--- src/rtl/useq_pkg.sv ---
package useq_pkg;
    typedef enum logic [2:0] {
        OP_HOLD,
        OP_JUMP,
        OP_RESTORE,
        OP_BRANCH,
        OP_STEP
    } useq_op_e;

    typedef enum logic {
        ST_IDLE,
        ST_ISSUE
    } useq_tstate_e;
endpackage

--- src/rtl/useq_arbiter.sv ---
module useq_arbiter
    import useq_pkg::*;
(
    input  logic     adv,
    input  logic     jmp,
    input  logic     restore,
    input  logic     br,
    input  logic     cond,
    output useq_op_e op
);
    always_comb begin
        if (!adv)
            op = OP_HOLD;
        else if (jmp)
            op = OP_JUMP;
        else if (restore)
            op = OP_RESTORE;
        else if (br && cond)
            op = OP_BRANCH;
        else
            op = OP_STEP;
    end
endmodule

--- src/rtl/useq_next.sv ---
module useq_next
    import useq_pkg::*;
#(
    parameter int ADDR_W = 10,
    parameter int RING_W = 5,
    parameter int BR_W   = 4
) (
    input  useq_op_e          op,
    input  logic [ADDR_W-1:0] cur,
    input  logic [ADDR_W-1:0] jmp_target,
    input  logic [BR_W-1:0]   br_target,
    input  logic [ADDR_W-1:0] ret_q,
    output logic [ADDR_W-1:0] nxt
);
    logic [ADDR_W-1:0] stepped;
    logic [ADDR_W-1:0] branched;
    logic [RING_W-1:0] ring_low;

    assign ring_low = cur[RING_W-1:0] + {{(RING_W-1){1'b0}}, 1'b1};

    generate
        if (RING_W < ADDR_W) begin : g_ring_part
            assign stepped = {cur[ADDR_W-1:RING_W], ring_low};
        end else begin : g_ring_full
            assign stepped = ring_low;
        end
        if (BR_W < ADDR_W) begin : g_br_part
            assign branched = {cur[ADDR_W-1:BR_W], br_target};
        end else begin : g_br_full
            assign branched = br_target;
        end
    endgenerate

    always_comb begin
        unique case (op)
            OP_HOLD:    nxt = cur;
            OP_JUMP:    nxt = jmp_target;
            OP_RESTORE: nxt = ret_q;
            OP_BRANCH:  nxt = branched;
            OP_STEP:    nxt = stepped;
            default:    nxt = cur;
        endcase
    end
endmodule

--- src/rtl/useq_timing.sv ---
module useq_timing
    import useq_pkg::*;
(
    input  logic clk,
    input  logic rst_n,
    input  logic adv,
    output logic tstrobe
);
    useq_tstate_e state_q, state_d;

    always_ff @(posedge clk) begin
        if (!rst_n)
            state_q <= ST_IDLE;
        else
            state_q <= state_d;
    end

    always_comb begin
        unique case (state_q)
            ST_IDLE:  state_d = adv ? ST_ISSUE : ST_IDLE;
            ST_ISSUE: state_d = adv ? ST_ISSUE : ST_IDLE;
            default:  state_d = ST_IDLE;
        endcase
    end

    always_comb begin
        tstrobe = (state_q == ST_ISSUE);
    end

    AST_STROBE_FOLLOWS: assert property (@(posedge clk) disable iff (!rst_n)
        adv |=> tstrobe) else $error("strobe missing");
    AST_STROBE_QUIET: assert property (@(posedge clk) disable iff (!rst_n)
        !adv |=> !tstrobe) else $error("strobe spurious");
endmodule

--- src/rtl/useq_addr_gen.sv ---
module useq_addr_gen
    import useq_pkg::*;
#(
    parameter int ADDR_W = 10,
    parameter int RING_W = 5,
    parameter int BR_W   = 4
) (
    input  logic              clk,
    input  logic              rst_n,
    input  logic              adv,
    input  logic              jmp,
    input  logic [ADDR_W-1:0] jmp_target,
    input  logic              br,
    input  logic [BR_W-1:0]   br_target,
    input  logic              cond,
    input  logic              save,
    input  logic              restore,
    output logic [ADDR_W-1:0] addr,
    output logic              tstrobe
);
    useq_op_e          op;
    logic [ADDR_W-1:0] addr_q, addr_d;
    logic [ADDR_W-1:0] ret_q;

    useq_arbiter u_arb (
        .adv     (adv),
        .jmp     (jmp),
        .restore (restore),
        .br      (br),
        .cond    (cond),
        .op      (op)
    );

    useq_next #(.ADDR_W(ADDR_W), .RING_W(RING_W), .BR_W(BR_W)) u_next (
        .op         (op),
        .cur        (addr_q),
        .jmp_target (jmp_target),
        .br_target  (br_target),
        .ret_q      (ret_q),
        .nxt        (addr_d)
    );

    useq_timing u_tim (
        .clk     (clk),
        .rst_n   (rst_n),
        .adv     (adv),
        .tstrobe (tstrobe)
    );

    always_ff @(posedge clk) begin
        if (!rst_n)
            addr_q <= '0;
        else
            addr_q <= addr_d;
    end

    always_ff @(posedge clk) begin
        if (!rst_n)
            ret_q <= '0;
        else if (adv && save)
            ret_q <= addr_q;
    end

    assign addr = addr_q;

    AST_IDLE_HOLD: assert property (@(posedge clk) disable iff (!rst_n)
        !adv |=> ($stable(addr) && $stable(ret_q))) else $error("idle change");
    AST_STEP_UPPER: assert property (@(posedge clk) disable iff (!rst_n)
        (adv && !jmp && !restore && !(br && cond))
        |=> addr[ADDR_W-1:RING_W] == $past(addr[ADDR_W-1:RING_W])) else $error("ring escape");
    AST_JUMP_LOAD: assert property (@(posedge clk) disable iff (!rst_n)
        (adv && jmp) |=> addr == $past(jmp_target)) else $error("jump target");
    AST_BRANCH_MERGE: assert property (@(posedge clk) disable iff (!rst_n)
        (adv && !jmp && !restore && br && cond)
        |=> (addr[ADDR_W-1:BR_W] == $past(addr[ADDR_W-1:BR_W])
             && addr[BR_W-1:0] == $past(br_target))) else $error("branch merge");
    AST_SAVE_CAPTURE: assert property (@(posedge clk) disable iff (!rst_n)
        (adv && save) |=> ret_q == $past(addr)) else $error("save capture");
endmodule

--- config.mk ---
export PLATFORM = sky130hd
export DESIGN_NAME = useq_addr_gen
export DESIGN_NICKNAME = d
export VERILOG_FILES = /design/src/rtl/useq_pkg.sv /design/src/rtl/useq_arbiter.sv /design/src/rtl/useq_next.sv /design/src/rtl/useq_timing.sv /design/src/rtl/useq_addr_gen.sv
export SDC_FILE = /design/constraint.sdc
export NUM_CORES = 1
export LEC_CHECK = 0
export ABC_CLOCK_PERIOD_IN_PS = 1750
export BUFFER_PORTS_ARGS = -buffer_cell sky130_fd_sc_hd__buf_4
export CAP_MARGIN = 20
export CORE_UTILIZATION = 49
export DETAILED_ROUTE_END_ITERATION = 10
export GPL_TIMING_DRIVEN = 0
export PLACE_DENSITY = 0.8
export SYNTH_ARGS = -nofsm -noshare
export SYNTH_HDL_FRONTEND = slang
export SYNTH_SLANG_ARGS = --single-unit
--- constraint.sdc ---
create_clock -name clk -period 1.75 [get_ports clk]
set_input_delay 0.35 -clock clk [delete_from_list [all_inputs] [get_ports clk]]
set_output_delay 0.35 -clock clk [all_outputs]
set_load 0.01 [all_outputs]
=== Word level (Yosys, flattened, before mapping) ===
Cells that the tools add are included.

* Flip-flop bits (word level): 21
* Bits of input ports: 22
* Output and inout bits: 11
* Word-level logic and storage cells: 25

* Add/sub/neg operators: 1
* Eq/ne operators: 4
* Multiplexer cells: 6
* Bitwise logic cells: 2
* Reduce and logical (&&, ||, !) cells: 7

{| class="wikitable"
|+ Operators with widths
! kind !! number
|-
| $pmux W10 S4 || 1
|-
| $mux W3 || 4
|-
| $eq A3 B2 Y1 const B || 2
|-
| $add A5 B1 Y5 const B || 1
|-
| $reduce_bool A4 Y1 || 1
|-
| $eq A3 B1 Y1 const B || 1
|-
| $eq A3 B3 Y1 const B || 1
|-
| $reduce_and A3 Y1 || 1
|-
| $reduce_bool A3 Y1 || 1
|-
| $logic_and A1 B1 Y1 || 2
|-
| $not A1 Y1 || 2
|-
| $reduce_and A2 Y1 || 1
|-
| $reduce_bool A2 Y1 || 1
|-
| $mux W1 || 1
|}

=== Logic depth before layout (Yosys ltp) ===
Gate-level depths: netlist (run 1).

* Word-level depth: 8
* Depth in mapped cells: 5
* Gate-level depth less buffers: 5

=== Cells and area by module ===
From an unflattened synthesis (run 1), not the netlist that was laid out.

* Cell total of the unflattened synthesis: 156
* Area total of the unflattened synthesis: 1346.3 µm²

{| class="wikitable"
|+ By module, submodules not included
! module !! instances !! cells each !! area an instance (µm²) !! seq. area each (µm²)
|-
| useq_addr_gen || 1 || 67 || 704.4 || 400.4
|-
| useq_next || 1 || 80 || 571.8 || 0.0
|-
| useq_arbiter || 1 || 7 || 43.8 || 0.0
|-
| useq_timing || 1 || 2 || 26.3 || 20.0
|}

=== Worst setup path after synthesis (run 1) ===
No wires, ideal clock.

* Path type: flip-flop to flip-flop
* Start: register addr_q[0] (netlist: addr[0])
* End: register addr_q[2] (netlist: addr[2])
* Library setup time: 0.119 ns
* Arrival: 1.227 ns
* Required time: 1.631 ns
* Setup slack: 0.404 ns
* Cell stages (with the launch flop): 6
* Buffers on the path: 0
* Clock period less this slack: 1.346 ns
* Cell sequence: dfxtp_1 > ha_1 > xor2_1 > a221o_1 > a31oi_1 > o21ai_1

* Longest elaborated chain between the ends: 2

{| class="wikitable"
|+ RTL lines
! element !! line !! text
|-
| from (decl) || useq_addr_gen.sv:22 || <nowiki>logic [ADDR_W-1:0] addr_q, addr_d;</nowiki>
|-
| from (signal assigned) || useq_addr_gen.sv:54 || <nowiki>addr_q <= addr_d;</nowiki>
|-
| $add A5 B1 Y5 || useq_next.sv:19 || <nowiki>assign ring_low = cur[RING_W-1:0] + {{(RING_W-1){1'b0}}, 1'b1};</nowiki>
|-
| $pmux W10 S4 || useq_next.sv:35 || <nowiki>unique case (op)</nowiki>
|}

Every way passes these cells.
A chain may end at the register's enable or synchronous reset.

=== Final worst setup path (run 1) ===
Ends and elaborated chain as after synthesis.

==> flow_summary.toml, run 1 <==
[synth]
synth_compound_area_share_pct = 26.2
ys_types = 29
yosysWarnings = 0
synthSimpleGateAreaFrac_pct = 24.5
synth_top_family_by_area = "compound AO/OA/AOI/OAI gates"
yosys_most_used_dff = "dfxtp_1"
synthCells = 128
synth_top_area_share_pct = 40.6
synthesis.nets = 151
syn_area_sq_um = 1040
ys_seq_area_share_pct = 40.6
synth_mux_area_share_pct = 0.966
synth_xor_area_share_pct = 2.54
synth_edf_count = 0
yosys.area_share.adder_pct = 1.21
ys_seq_elements = 21
synth_area_leaders = "dfxtp_1 41%, nand2_1 11%, a21boi_0 7.2%"
synth_top_area_cell = "dfxtp_1"
async_reset_ff_share_pct = 0
syn_area_per_cell_sq_um = 8.09

[clocking]
clkLatencyLatePin_ns = 0.31
cts_num_sinks = 21
cts_max_path_buffers = 2
post_cts_resized = 0
clkTransAtPathRegs_ns = 0.13
ctsHoldBuffers = 0
htreeDepth = 1
clockRootBuffer = "clkbuf_4"
cts_tree = "done"
cts_setup_buffers = 0
numCtsBuffers = 3

[sta]
worst_slew_pin_slew_ns = 0.482
finalCriticalPeriod_ns = 1.37
drv_slew = 0
rsz0062_at_grt = "false"
skew_ns = 0.0158
max_freq_ghz = 0.730
setup_viol_count_final = 0
min_period_over_period_pct = 78.3
maxSlewHeadroom_pct = 67.9
fin_setup_tns_ns = 0
layout_setup_ws_ns = 0.380
hold_viol_final = 0

[global_routing]
grt_max_degree = 13
overflow = 0
antenna_found_initial = 0
grt_first_pass_wirelength_um = 3930
grt_pass1_vias = 940
track_usage_pct = 25.0

[final_layout]
nNetsFinal = 188
syn2layout_area_growth_pct = 29.1
final_cell_mix = "32 x buf_4, 30 x nand2_1, 21 x dfxtp_1, 13 x o21ai_0, 10 x a21boi_0"
fin_area_sq_um = 1340
fin_cells = 191
nFillCells = 188
drive_above_1_share_pct = 26.8
antenna_cells = 0
layout_commonest_cell = "buf_4"

[setup_path]
worstReg2RegEnd = "addr[2]$_SDFFE_PN0P_"
reg2reg_depth = 5
cpMaxStageDelayCell = "dfxtp_1"
crit_cells = 5
r2r_start = "addr[0]$_SDFFE_PN0P_"
worstPathMaxFanout = 6
arrival_ns = 1.59
crit_path_start = "addr[0]$_SDFFE_PN0P_"
crit_path_end = "addr[2]$_SDFFE_PN0P_"
cp_num_buf_inv = 0
crit_family = "compound AO/OA/AOI/OAI gates"
worstPathRequired_ns = 1.97
reg2reg_slack_ns = 0.38
cp-end-kind = "flop"
cp-start-kind = "flop"
critPathMaxStageDelay_ns = 0.38
crit_type = "reg2reg"
crit_chain = "ha_1 > xor2_1 > a221o_1 > a31oi_1 > o21ai_1"

[power]
seqPwrFrac_pct = 55.3
vdd_drop_max_mv = 0.533
combPwrFrac_pct = 20.1
p_switching_mw = 0.266
p_leak_nw = 0.543
p_sw_share_pct = 27.9
intPower_mw = 0.687
cellPowerDensity_nw_per_um2 = 713
clkPwrFrac_pct = 24.6

[floorplan]
start_util_pct = 52.3
rows = 16
die_h_um = 48.0
fp.dieArea_sq_um = 2300
die_w_um = 48.0
core_area_sq_um = 1980
ios = 33

[detailed_routing]
dr.pass1.iters = 4
drtIter0Drc = 34
met2_length_um = 1330
drc = 0
num_vias = 1057
wire_per_inst_um = 14.0
wl_met3_um = 207
vias_per_cell = 5.53
routed_wl_um = 2670
met1_length_um = 1100
routed.top_layer = "met4"
ant_nets = 0

[job]
maxCapViolCount = 0

[min_path]
min_path_type = "in2reg"
holdCritStartpoint = "rst_n"

[placement]
place_inst = 187
hpwl_um = 1910
io_buffer_count = 32
place_congestion = 0.853
pre_cts_ws_ns = 0.366
place_area_sq_um = 1310

[run_status]
outcome = "completed"
==> metal layers <==
| layer | global-route usage [%] | vias up |
|---|---|---|
| met5 | 0 | - |
| met4 | 10.6 | 0 |
| met3 | 7.17 | 4 |
| met2 | 44.6 | 48 |
| met1 | 27.4 | 487 |
| li1 | - | 518 |
==> layout make-up <==
type	count	area, sq um	area share (%)
sequential	21	420	31.4
inverter	1	3.75	0.281
clock inverter	1	5.00	0.374
timing repair buffer	32	240	18.0
tap	27	33.8	2.53
clock buffer	3	22.5	1.68
buffer	7	37.5	2.81
multi-input combinational	99	574	42.9
==> worst register-to-register path, delay by kind of cell, from the launching register on <==
kind / cells / cell delay (ns)
AO/OA/AOI/OAI: 3 / 0.53
XOR/XNOR: 1 / 0.14
adder cells (fa/ha/maj): 1 / 0.24
flip-flops: 1 / 0.38
==> cells by family after synthesis <==
group | after synthesis
flops | 21
mux | 1
buf+inv | 8
fa+ha+maj | 1
xor+xnor | 3
simple gates | 51
compound gates | 43
==> worst min path at each step <==
stage / cells after the start / to
6_report: 2 / u_tim.tstrobe$_SDFF_PN0_
5_1_grt: 2 / u_tim.tstrobe$_SDFF_PN0_
4_1_cts: 2 / u_tim.tstrobe$_SDFF_PN0_
3_5_place_dp: 2 / ret_q[1]$_SDFFE_PN0P_
3_3_place_gp: 2 / ret_q[9]$_SDFFE_PN0P_
2_1_floorplan: 2 / ret_q[5]$_SDFFE_PN0P_
==> metrics by stage <==
stage          power (mW)  hold WS [ns]  utilization [%]
3_3_place_gp        0.720         0.446             66.1
4_1_cts             0.957         0.278             67.5
2_1_floorplan       0.630         0.438                -
6_report            0.954         0.277             67.5
5_1_grt              1.00         0.281             67.5
3_5_place_dp        0.727         0.458             66.1
==> flip-flops by register name, summed over array words and instances (netlist names) <==
register / count
addr: 10
ret_q: 10
u_tim.tstrobe: 1
==> synth_stat cells, types with 3 or more instances <==
cell	count
o21ai_0	13
nor2_1	4
nand2_1	30
buf_2	3
a21oi_1	9
nand3b_1	7
clkbuf_1	3
nand3_1	3
dfxtp_1	21
a21boi_0	10
a31oi_1	3
==> power by group through the flow <==
stage               clock (mW)  combinational [mW]  sequential [mW]
floorplan                    0              0.0887            0.542
global placement             0               0.184            0.536
detailed placement           0               0.189            0.538
CTS                      0.240               0.190            0.527
global route             0.260               0.209            0.531
finish                   0.234               0.191            0.528
Note: power is estimated with default switching activity, not from simulation.
==> run 2, diff against run 1 <==
- ABC_CLOCK_PERIOD_IN_PS: 1750 -> 1150
- CORE_UTILIZATION: 49 -> 44
- PLACE_DENSITY: 0.8 -> 0.76
- clock period: 1.75 -> 1.15 ns (I/O delays scaled with it)
==> run 2 against run 1 <==
  * The run now ends with setup timing left
  * Worst setup slack got worse by 0.51 ns
  * Highest routed layer unchanged
  * Die area is 11% higher
  * Sequential power is 52% higher
  * Global-route usage is 1.8 points lower
==> flow_summary.toml, run 2 (synthesized netlist as in run 1, its figures left out) <==
[setup_path]
crit_chain = "ha_4 > xor2_1 > a221o_1 > a31oi_1 > o21ai_1"
reg2reg_slack_ns = -0.13
worstReg2RegEnd = "addr[2]$_SDFFE_PN0P_"
worstPathRequired_ns = 1.35
worstPathMaxFanout = 2
crit_type = "reg2reg"
cp-end-kind = "flop"
cp_num_buf_inv = 0
critPathMaxStageDelay_ns = 0.38
cp-start-kind = "flop"
reg2reg_depth = 5
arrival_ns = 1.48
cpMaxStageDelayCell = "dfxtp_4"
r2r_start = "addr[1]$_SDFFE_PN0P_"
crit_family = "compound AO/OA/AOI/OAI gates"

[clocking]
cts_num_sinks = 21
clockRootBuffer = "clkbuf_4"
cts_max_path_buffers = 2
cts_tree = "done"
clkTransAtPathRegs_ns = 0.12
clkLatencyLatePin_ns = 0.30
numCtsBuffers = 3
htreeDepth = 1

[power]
p_leak_nw = 0.566
cellPowerDensity_nw_per_um2 = 1050
vdd_drop_max_mv = 0.586

[job]
maxCapViolCount = 0

[detailed_routing]
num_vias = 1042
vias_per_cell = 5.32
drc = 0
wire_per_inst_um = 13.4
routed_wl_um = 2620
dr.pass1.iters = 4
drtIter0Drc = 20
ant_nets = 0

[placement]
place_congestion = 0.858
place_inst = 188
hpwl_um = 1880
io_buffer_count = 32
pre_cts_ws_ns = -0.120
place_area_sq_um = 1330

[final_layout]
layout_commonest_cell = "buf_4"
fin_cells = 196
nNetsFinal = 192
syn2layout_area_growth_pct = 35.1
fin_area_sq_um = 1400
final_cell_mix = "34 x buf_4, 30 x nand2_1, 16 x dfxtp_1, 13 x o21ai_0, 10 x a21boi_0"
nFillCells = 206
drive_above_1_share_pct = 32.1
antenna_cells = 0

[sta]
whs_ns = 0.172
rsz0062_at_grt = "true"
hold_viol_final = 0
min_period_over_period_pct = 111
finalCriticalPeriod_ns = 1.28
max_freq_ghz = 0.784
maxSlewHeadroom_pct = 68.3
layout_setup_ws_ns = -0.126
setup_viol_count_final = 4
worst_slew_pin_slew_ns = 0.475
drv_slew = 0
skew_ns = 0.00396

[min_path]
hold_path_end = "u_tim.tstrobe$_SDFF_PN0_"
holdCritStartpoint = "rst_n"
min_path_cells = 2
min_path_type = "in2reg"

[global_routing]
grt_first_pass_wirelength_um = 4530
grt_max_degree = 13
grt.met2_usage_pct = 36.7
use_met1_pct = 32.3
overflow = 0
antenna_found_initial = 0
grt_pass1_vias = 998
busiest_layer = "met2"
track_usage_pct = 23.2
met3_usage_pct = 3.33

[floorplan]
start_util_pct = 46.8
die_h_um = 50.5
die_w_um = 50.5
core_area_sq_um = 2210
rows = 17
fp.dieArea_sq_um = 2550
ios = 33

[run_status]
violations = "setup timing"
outcome = "finished with violations"
[run 2: cell count changes in the layout (fill, tap and decap cells not counted)]
cell,previous run,this run
dfxtp_2,0,3
dfxtp_1,21,16
ha_4,0,1
buf_6,1,3
buf_4,32,34
dfxtp_4,0,2
ha_1,1,0
[run 2: timing repair]
item | CTS | global route
gates resized for setup | 2 | 4
endpoints found under the setup margin | 2 | 7
buffers inserted | 2 | 2
pin swaps | 0 | 3
hold buffers | 0 | 0
[run 2: where the power goes]
group	internal [mW]	total, mW	leakage, nW	switching, mW
logic	0.167	0.316	0.374	0.149
clock network	0.129	0.356	0.0177	0.226
registers	0.768	0.801	0.174	0.0335
[run 2: final cells by class]
cell class,instances,area [sq um],area share (%)
Tap cell,28,35.0,2.50
Buffer,7,37.5,2.68
Inverter,1,3.75,0.268
Timing Repair Buffer,36,278,19.8
Multi-Input combinational cell,99,587,41.9
Clock inverter,1,5.00,0.357
Sequential cell,21,432,30.8
Clock buffer,3,22.5,1.61
[run 2: stage by stage]
stage	setup TNS (ns)	total power, mW	utilization (%)
6_report	-0.329	1.47	63.3
5_1_grt	-0.571	1.56	63.3
2_1_floorplan	-0.0836	0.963	-
4_1_cts	-0.200	1.47	62.2
3_5_place_dp	-0.730	1.11	60.1
3_3_place_gp	-0.362	1.10	60.1
[run 2: worst max-delay path by stage]
stage                         startpoint              endpoint  depth (start not counted)
CTS                 addr[1]$_SDFFE_PN0P_  addr[2]$_SDFFE_PN0P_                          5
detailed placement  addr[0]$_SDFFE_PN0P_  addr[2]$_SDFFE_PN0P_                          5
floorplan           addr[0]$_SDFFE_PN0P_  addr[2]$_SDFFE_PN0P_                          5
global route        addr[1]$_SDFFE_PN0P_  addr[2]$_SDFFE_PN0P_                          5
finish              addr[1]$_SDFFE_PN0P_  addr[2]$_SDFFE_PN0P_                          5
global placement    addr[0]$_SDFFE_PN0P_  addr[2]$_SDFFE_PN0P_                          5
[run 2: routing by layer]
layer / share of wire (%) / vias to the layer above
li1: - / 529
met1: 47 / 492
met2: 49 / 19
met3: 3.4 / 2
met4: 0.34 / 0
met5: 0 / -
